===== config.mk =====
export PLATFORM = sky130hd
export DESIGN_NAME = core_tick_timer
export DESIGN_NICKNAME = d
export VERILOG_FILES = /design/src/rtl/ctt_pkg.sv /design/src/rtl/ctt_regs.sv /design/src/rtl/ctt_prescaler.sv /design/src/rtl/ctt_countdown.sv /design/src/rtl/core_tick_timer.sv
export SDC_FILE = /design/constraint.sdc
export NUM_CORES = 1
export LEC_CHECK = 0
export ABC_AREA = 0
export CORE_MARGIN = 10
export CORE_UTILIZATION = 61
export CTS_CLUSTER_SIZE = 12
export DETAILED_ROUTE_END_ITERATION = 6
export PLACE_DENSITY = 0.89
export SLEW_MARGIN = 0
export SYNTH_ARGS = -nofsm -noshare
export SYNTH_HDL_FRONTEND = slang
export SYNTH_SLANG_ARGS = --single-unit

===== constraint.sdc =====
create_clock -name clk -period 4.91 [get_ports clk]
set_clock_uncertainty 0.15 [all_clocks]
set_input_delay 0.7365 -clock clk [delete_from_list [all_inputs] [get_ports clk]]
set_output_delay 0.7365 -clock clk [all_outputs]
set_load 0.005 [all_outputs]

===== src/rtl/ctt_pkg.sv =====
// Shared constants for the per-core tick timer: register offsets inside
// the 256-byte window, control and acknowledge bit positions, and the
// control register layout. Assumes an 8-bit byte offset and a 32-bit bus.
package ctt_pkg;
    localparam int ADDR_W = 8;
    localparam int DATA_W = 32;

    // register offsets (software-visible, fixed)
    localparam logic [ADDR_W-1:0] OFS_PRESCALE = 8'h00;
    localparam logic [ADDR_W-1:0] OFS_RELOAD   = 8'h08;
    localparam logic [ADDR_W-1:0] OFS_CTRL     = 8'h20;
    localparam logic [ADDR_W-1:0] OFS_PEND     = 8'h30;
    localparam logic [ADDR_W-1:0] OFS_IEN      = 8'h34;
    localparam logic [ADDR_W-1:0] OFS_WACK     = 8'h40;

    // update flag position in a reload write
    localparam int UPD_BIT = DATA_W - 1;

    // acknowledge bit positions
    localparam int WACK_W     = 4;
    localparam int WACK_PRESC = 0;
    localparam int WACK_RELD  = 1;
    localparam int WACK_CTRL  = 3;

    typedef struct packed {
        logic ival;      // bit 2: interval mode
        logic run_int;   // bit 1: countdown stage running
        logic run_tick;  // bit 0: prescaler running
    } ctrl_t;
endpackage


===== src/rtl/ctt_regs.sv =====
// Register file of the tick timer. Decodes writes, holds the buffers,
// control, pending, enable and write-acknowledge state, and produces the
// start and load strobes for the counting stages. Assumes at most one
// write per cycle; reads are combinational.
module ctt_regs
    import ctt_pkg::*;
#(
    parameter int TICK_W = 32,
    parameter int CNT_W  = 31
) (
    input  logic                clk,
    input  logic                rst_n,
    input  logic                wr_en,
    input  logic [ADDR_W-1:0]   wr_addr,
    input  logic [DATA_W-1:0]   wr_data,
    input  logic [ADDR_W-1:0]   rd_addr,
    input  logic                expire,
    output logic [DATA_W-1:0]   rd_data,
    output ctrl_t               ctrl_q,
    output logic [TICK_W-1:0]   tick_buf,
    output logic [CNT_W-1:0]    icnt_buf,
    output logic                icnt_load,
    output logic [CNT_W-1:0]    icnt_load_val,
    output logic                start_tick,
    output logic                start_int,
    output logic                pend_q,
    output logic                ien_q,
    output logic [WACK_W-1:0]   wack_q
);
    logic wr_presc, wr_reld, wr_ctrl, wr_pend, wr_ien, wr_wack;
    logic [WACK_W-1:0] wack_set;
    logic [WACK_W-1:0] wack_clr;

    // address decode of the write port
    always_comb begin
        wr_presc = wr_en && (wr_addr == OFS_PRESCALE);
        wr_reld  = wr_en && (wr_addr == OFS_RELOAD);
        wr_ctrl  = wr_en && (wr_addr == OFS_CTRL);
        wr_pend  = wr_en && (wr_addr == OFS_PEND);
        wr_ien   = wr_en && (wr_addr == OFS_IEN);
        wr_wack  = wr_en && (wr_addr == OFS_WACK);
    end

    // strobes towards the counting stages
    always_comb begin
        icnt_load     = wr_reld && wr_data[UPD_BIT];
        icnt_load_val = wr_data[CNT_W-1:0];
        start_tick    = wr_ctrl && wr_data[0] && !ctrl_q.run_tick;
        start_int     = wr_ctrl && wr_data[1] && !ctrl_q.run_int;
    end

    // acknowledge set and clear vectors
    always_comb begin
        wack_set = '0;
        wack_set[WACK_PRESC] = wr_presc;
        wack_set[WACK_RELD]  = icnt_load;
        wack_set[WACK_CTRL]  = wr_ctrl;
        wack_clr = wr_wack ? wr_data[WACK_W-1:0] : '0;
    end

    // configuration registers
    always_ff @(posedge clk) begin
        if (!rst_n) begin
            tick_buf <= '0;
            icnt_buf <= '0;
            ctrl_q   <= '0;
            ien_q    <= 1'b0;
        end else begin
            if (wr_presc)  tick_buf <= wr_data[TICK_W-1:0];
            if (icnt_load) icnt_buf <= icnt_load_val;
            if (wr_ctrl)   ctrl_q   <= ctrl_t'(wr_data[2:0]);
            if (wr_ien)    ien_q    <= wr_data[0];
        end
    end

    // pending bit: expiry sets, write-one clears, set wins
    always_ff @(posedge clk) begin
        if (!rst_n) pend_q <= 1'b0;
        else        pend_q <= expire || (pend_q && !(wr_pend && wr_data[0]));
    end

    // write-acknowledge bits: set wins over clear
    always_ff @(posedge clk) begin
        if (!rst_n) wack_q <= '0;
        else        wack_q <= wack_set | (wack_q & ~wack_clr);
    end

    // combinational read mux
    always_comb begin
        rd_data = '0;
        case (rd_addr)
            OFS_PRESCALE: rd_data = DATA_W'(tick_buf);
            OFS_RELOAD:   rd_data = DATA_W'(icnt_buf);
            OFS_CTRL:     rd_data = DATA_W'(ctrl_q);
            OFS_PEND:     rd_data = DATA_W'(pend_q);
            OFS_IEN:      rd_data = DATA_W'(ien_q);
            OFS_WACK:     rd_data = DATA_W'(wack_q);
            default:      rd_data = '0;
        endcase
    end
endmodule


===== src/rtl/ctt_prescaler.sv =====
// First stage: a down-counter that emits a one-cycle tick whenever it
// passes zero while running, then reloads. Period is reload+1 cycles.
// Assumes start is only raised while run is low.
module ctt_prescaler #(
    parameter int TICK_W = 32
) (
    input  logic              clk,
    input  logic              rst_n,
    input  logic              run,
    input  logic              start,
    input  logic [TICK_W-1:0] reload,
    output logic              tick,
    output logic [TICK_W-1:0] cnt
);
    // tick when the running counter sits at zero
    always_comb tick = run && (cnt == '0);

    // count down, reload at zero or on start, hold when stopped
    always_ff @(posedge clk) begin
        if (!rst_n)         cnt <= '0;
        else if (start)     cnt <= reload;
        else if (tick)      cnt <= reload;
        else if (run)       cnt <= cnt - 1'b1;
    end
endmodule


===== src/rtl/ctt_countdown.sv =====
// Second stage: counts prescaler ticks down from the reload value and
// flags expiry on the tick that finds it at zero, then reloads and keeps
// going. A buffer load with the update flag overrides the count at once.
module ctt_countdown #(
    parameter int CNT_W = 31
) (
    input  logic             clk,
    input  logic             rst_n,
    input  logic             run,
    input  logic             start,
    input  logic             load,
    input  logic [CNT_W-1:0] load_val,
    input  logic [CNT_W-1:0] reload,
    input  logic             tick,
    output logic             expire,
    output logic [CNT_W-1:0] cnt
);
    // expiry on a tick that finds the counter at zero
    always_comb expire = run && tick && (cnt == '0);

    // load, start, reload or decrement; hold otherwise
    always_ff @(posedge clk) begin
        if (!rst_n)              cnt <= '0;
        else if (load)           cnt <= load_val;
        else if (start)          cnt <= reload;
        else if (expire)         cnt <= reload;
        else if (run && tick)    cnt <= cnt - 1'b1;
    end
endmodule


===== src/rtl/core_tick_timer.sv =====
// Top of the per-core tick timer: register file, prescaler and
// countdown stage. The interrupt is pending gated by enable.
// Assumes a single clock domain shared by bus and counters.
module core_tick_timer
    import ctt_pkg::*;
#(
    parameter int TICK_W = 32,
    parameter int CNT_W  = 31
) (
    input  logic              clk,
    input  logic              rst_n,
    input  logic              wr_en,
    input  logic [ADDR_W-1:0] wr_addr,
    input  logic [DATA_W-1:0] wr_data,
    input  logic [ADDR_W-1:0] rd_addr,
    output logic [DATA_W-1:0] rd_data,
    output logic              irq_o
);
    ctrl_t             ctrl_q;
    logic [TICK_W-1:0] tick_buf;
    logic [TICK_W-1:0] tick_cnt;
    logic [CNT_W-1:0]  icnt_buf;
    logic [CNT_W-1:0]  icnt_load_val;
    logic [CNT_W-1:0]  int_cnt;
    logic              icnt_load, start_tick, start_int;
    logic              tick_pulse, expire, pend_q, ien_q;
    logic [WACK_W-1:0] wack_q;

    ctt_regs #(.TICK_W(TICK_W), .CNT_W(CNT_W)) u_regs (
        .clk(clk), .rst_n(rst_n), .wr_en(wr_en), .wr_addr(wr_addr),
        .wr_data(wr_data), .rd_addr(rd_addr), .expire(expire),
        .rd_data(rd_data), .ctrl_q(ctrl_q), .tick_buf(tick_buf),
        .icnt_buf(icnt_buf), .icnt_load(icnt_load),
        .icnt_load_val(icnt_load_val), .start_tick(start_tick),
        .start_int(start_int), .pend_q(pend_q), .ien_q(ien_q),
        .wack_q(wack_q)
    );

    ctt_prescaler #(.TICK_W(TICK_W)) u_presc (
        .clk(clk), .rst_n(rst_n), .run(ctrl_q.run_tick),
        .start(start_tick), .reload(tick_buf), .tick(tick_pulse),
        .cnt(tick_cnt)
    );

    ctt_countdown #(.CNT_W(CNT_W)) u_cdown (
        .clk(clk), .rst_n(rst_n), .run(ctrl_q.run_int),
        .start(start_int), .load(icnt_load), .load_val(icnt_load_val),
        .reload(icnt_buf), .tick(tick_pulse), .expire(expire),
        .cnt(int_cnt)
    );

    // interrupt request
    always_comb irq_o = pend_q && ien_q;
endmodule


Word-level counts from Yosys, hierarchy flattened
Index checks and enable logic that the tools add are counted.
W data, S select, Z words.

word-level totals
  flip-flop bits (word level) = 135
  bits of input ports = 51
  output and inout bits = 33

cells by class
  $add $sub $neg = 2
  eq/ne operators = 10
  multiplexer cells = 9
  bitwise gates (word level) = 3
  reduce and logical (&&, ||, !) cells = 27

operators by type and width
  kind                     number
  $pmux W32 S6             1
  $mux W31                 4
  $mux W32                 3
  $eq A8 B6 Y1 const B     6
  $logic_not A32 Y1        1
  $sub A32 B1 Y32 const B  1
  $logic_not A31 Y1        1
  $sub A31 B1 Y31 const B  1
  $logic_and A1 B1 Y1      17
  $eq A8 B4 Y1 const B     2
  $eq A8 B7 Y1 const B     2
  $logic_not A8 Y1         2
  $and A4 B4 Y4            1
  $mux W4                  1
  $not A4 Y4               1
  $or A4 B4 Y4             1
  $reduce_bool A4 Y1       1
  $logic_not A1 Y1         3
  $reduce_bool A3 Y1       1
  $logic_or A1 B1 Y1       1

Longest topological paths before layout
  depth after elaboration = 7
  depth in mapped cells = 10
  gate-level depth less buffers = 8

By module
Synthesis repeated with hierarchy kept, for this count alone.

second synthesis, totals
  cells, all modules = 976
  area, all modules = 7,991.4 µm²

modules (own cells, without submodules)
  module           times used  cells each  area each (µm²)
  ctt_regs         1           382         3,558.4
  ctt_countdown    1           321         2,394.8
  ctt_prescaler    1           272         2,031.9
  core_tick_timer  1           1           6.3

Least setup slack after synthesis
Ideal clock, no wire load.

  kind = input to output
  start = in rd_addr[1]
  end = out rd_data[10]
  data arrival time = 2,599 ps
  required time = 4,023 ps
  path slack = 1,425 ps
  cell stages on the path = 7
  buffers on the path = 2
  path through = or3_1 > or3_1 > or3_1 > nor2_1 > clkbuf_1 > buf_1 > a22o_1

on the way
  cells in the longest elaborated chain, start to end = 2

RTL lines
  element                               RTL line               source
  start, declared                       core_tick_timer.sv:15  input logic [ADDR_W-1:0] rd_addr,
  $eq A8 B7 Y1 (tied with other cells)  ctt_regs.sv:91         case (rd_addr)
  $pmux W32 S6 (*)                      ctt_regs.sv:91
  end, declared                         core_tick_timer.sv:16  output logic [DATA_W-1:0] rd_data,

Mark *: on every way between the ends. The rest lies on a longest branch, timed or not.

Worst setup path in the final report
  start = in rd_addr[1]
  end = out rd_data[30]

The elaborated chain is that of the path after synthesis.

==> impl_metrics.py <==
metrics = {
    "final_layout": {
        "fin_area_um2": 8870,
        "antenna_cells": 0,
        "area_delta_synth_final_pct": 20.9,
        "nets": 1065,
        "drive_gt1_share_pct": 7.22,
    },
    "outcome": {
        "status": "finished, final reports clean",
    },
    "synth": {
        "seq_area_frac_synth_pct": 36.8,
        "synth-seq-cells": 135,
        "synthArstFlopShare_pct": 0,
        "yosysUniqueCellTypes": 65,
        "syn_avg_cell_area_um2": 7.63,
        "synth_edf_count": 0,
        "yosys.area.top_type_share_pct": 36.8,
        "synth-main-ff-cell": "dfxtp_1",
        "syn_area_um2": 7340,
        "syn_nets": 1015,
        "syn-instance-count": 962,
        "yosysWarningCount": 0,
        "synth_top_cell_by_area": "dfxtp_1",
        "synth_area_leaders": "dfxtp_1 (37%), nand2_1 (7.8%), a21oi_1 (7.1%)",
    },
    "die": {
        "initial_core_util_pct": 61.6,
        "die_h_um": 130,
        "die_w_um": 130,
        "io-pin-count": 84,
        "core_um2": 11900,
        "die_area_um2": 16800,
        "rows": 40,
    },
    "placement": {
        "dp_hpwl_um": 17100,
        "place_congestion": 0.974,
        "post-place-ws_ns": 0.655,
        "numPortBuffers": 83,
        "placed_area_um2": 8230,
    },
    "clocking": {
        "cts_tree": "yes",
        "clk_pin_slew_ns": 0.05,
        "numCtsBuffers": 17,
        "clkSinkCount": 135,
        "cts_resized": 0,
        "cts_setup_buffers": 0,
        "clkLatencyLatePin_ns": 0.43,
        "clockRootBuffer": "clkbuf_16",
        "htree_levels": 4,
        "cts_buffer_depth": 2,
        "hold_buffers": 0,
    },
    "min_path": {
        "min_path_type": "flip-flop to flip-flop",
        "worstHoldStart": "u_regs.wack_q[2]$_SDFF_PN0_",
        "hold_end": "u_regs.wack_q[2]$_SDFF_PN0_",
        "whs_path_depth": 2,
    },
    "setup_path": {
        "cpPeakStageDelay_ns": 0.51,
        "path_max_fanout": 20,
        "worstRegToRegCells": 8,
        "start_kind": "primary input",
        "cp.arrival_ns": 3.40,
        "crit_path_end_kind": "output port",
        "path_buf_inv": 3,
        "crit_required_ns": 4.02,
        "cp_cell_sequence": "clkdlybuf4s50_1, or3_1, or3_1, or3_1, nor2_2, buf_4, a22o_1, clkdlybuf4s50_1",
        "reg2reg_slack_ns": 1.28,
        "reg2reg_to": "u_cdown.cnt[2]$_SDFFE_PN0P_",
        "worstReg2RegStart": "u_presc.cnt[0]$_SDFFE_PN0P_",
        "crit_top_cell": "or3_1",
        "critPathSlowestCell": "clkdlybuf4s50_1",
        "cpLargestDelayFamily": "simple AND/OR/NAND/NOR gates",
        "critical_path_class": "primary input to output port",
    },
    "power_and_ir_drop": {
        "p_leak_nw": 3.37,
        "p_per_area_nw_per_um2": 300,
        "p_clk_share_pct": 53.1,
        "combPwrFrac_pct": 5.5,
        "p_int_mw": 2.10,
        "ir_drop_v": 0.000188,
        "seqPwrFrac_pct": 41.4,
        "p_sw_mw": 0.563,
        "switching_share_pct": 21.1,
    },
    "flow_run": {
        "drv_cap": 0,
    },
    "sta": {
        "hold_viol_final": 0,
        "holdWs_ns": 0.309,
        "period_share_pct": 87.3,
        "drv_slew": 0,
        "finalSetupViolCount": 0,
        "setup_ws_ns": 0.623,
        "max_freq_mhz": 233,
        "min_period_ns": 4.29,
        "worst_pin_slew_ns": 0.860,
        "slew-limit-headroom_pct": 42.6,
        "rsz0062_at_grt": "false",
        "final.setup.tns_ns": 0,
    },
    "grt": {
        "grt_max_degree": 52,
        "antenna_found_initial": 0,
        "grt_first_pass_wirelength_um": 40500,
        "grtUsageTotal_pct": 30.2,
        "grt-ovfl-total": 0,
        "first_global_vias": 7550,
    },
    "routing": {
        "drt-vias-per-instance": 6.98,
        "wirelength_um": 25500,
        "vias": 8177,
        "first_pass_iters": 5,
        "route.detailed.drc": 0,
        "drt-initial-drc-count": 1305,
        "routedWlPerCell_um": 21.7,
        "antenna_left": 0,
    },
}
-- kinds of logic (layout without fill, tap and decap cells) --
kind of cell,after synthesis,in the layout,share of synthesized area [%]
muxes,25,25,3.46
DFF,135,135,36.8
AOI/OAI and AO/OA,302,302,26.5
buffers and inverters,86,149,4.74
xor gates and xnor gates,11,11,1.31
adders and majority gates,2,2,0.341
and+or+nand+nor,401,401,26.9
-- cell usage after synthesis (7+ instances only) --
master    count
nor3_1       37
nor4_1       35
mux2i_1      22
a31oi_1      13
a22oi_1       7
o211ai_1      9
nor2_1       51
clkbuf_1     58
or3_1        23
buf_2         8
a21oi_1     104
nand4_1      10
a22o_1       27
a21boi_0      8
o22ai_1      16
or4_1        13
inv_1        12
nand3_1      42
a221oi_1     17
nand2_1     152
xor2_1        7
and2_1        8
dfxtp_1     135
o21ai_0      55
-- cells in the final DEF, fill, tap and decap left out, types with 4 or more instances in the layout --
master / instances
and2_1: 8
buf_4: 21
nor4_1: 34
nand3_1: 42
nor4b_1: 4
o221ai_1: 5
or4_1: 13
mux2i_1: 22
nand2_1: 152
xnor2_1: 4
a21oi_1: 104
nor2_1: 50
clkinv_2: 4
and3_1: 5
clkbuf_16: 17
a21o_1: 5
clkdlybuf4s50_1: 82
a211oi_1: 6
a21boi_0: 8
bufinv_16: 5
or3_1: 23
o22ai_1: 16
o211ai_1: 9
nand4_1: 10
xor2_1: 7
o21ai_0: 55
dfxtp_1: 135
nor3_1: 37
inv_1: 12
o31ai_1: 6
a22oi_1: 7
a221oi_1: 17
a31oi_1: 12
nand2b_1: 5
a22o_1: 27
or4b_2: 4
-- power by group through the flow --
stage / logic, mW / registers [mW] / clock network (mW)
2_1_floorplan: 0.0700 / 1.12 / 0
3_3_place_gp: 0.138 / 1.12 / 0
3_5_place_dp: 0.141 / 1.12 / 0
4_1_cts: 0.142 / 1.10 / 1.41
5_1_grt: 0.157 / 1.10 / 1.46
6_report: 0.147 / 1.10 / 1.41
-- worst max path at each step --
stage | startpoint | endpoint | slack (ns) | cells past startpoint
floorplan | rd_addr[1] | rd_data[10] | 1.42 | 7
global placement | rd_addr[1] | rd_data[30] | 0.74 | 8
detailed placement | rd_addr[1] | rd_data[12] | 0.65 | 8
CTS | rd_addr[1] | rd_data[30] | 0.65 | 8
global route | rd_addr[1] | rd_data[30] | 0.53 | 8
finish | rd_addr[1] | rd_data[30] | 0.62 | 8
-- per-layer routing --
metal | routed length, um | share of wire (%) | vias to the layer above | GRT usage (%)
met5 | 0 | 0 | - | 0
met1 | 10200 | 40 | 3820 | 38.2
met3 | 3090 | 12 | 88 | 8.70
met4 | 1210 | 4.7 | 0 | 16.2
met2 | 11000 | 43 | 563 | 45.4
li1 | - | - | 3706 | -
-- worst reg2reg max path, delay by kind of cell, from the launching register on --
kind / cells / cell delay (ns)
and+or+nand+nor: 5 / 2.44
DFF: 1 / 0.35
AOI/OAI and AO/OA: 1 / 0.31
adders and majority gates: 1 / 0.19
buffers and inverters: 1 / 0.10
-- registers in the layout, summed over array words and instances (netlist names) --
register / count
u_regs.pend_q: 1
u_presc.cnt: 32
u_regs.icnt_buf: 31
u_cdown.cnt: 31
u_regs.wack_q: 4
u_regs.ctrl_q: 3
u_regs.tick_buf: 32
u_regs.ien_q: 1
-- through the flow --
stage | cells | util (%) | power (mW)
finish | 1172 | 74.5 | 2.66
global route | 1172 | 74.5 | 2.72
CTS | 1172 | 74.5 | 2.65
detailed placement | 1140 | 69.1 | 1.26
global placement | 1140 | 69.1 | 1.26
floorplan | 962 | - | 1.19
-- final cells by class --
cell class / count / area, um2
Clock buffer: 23 / 478
Clock inverter: 9 / 170
Multi-Input combinational cell: 741 / 4310
Timing Repair Buffer: 104 / 983
Inverter: 13 / 48.8
Sequential cell: 135 / 2700
Tap cell: 147 / 184
Fill cell: 920 / 3040
No activity file was read; power rests on OpenSTA's default activity.
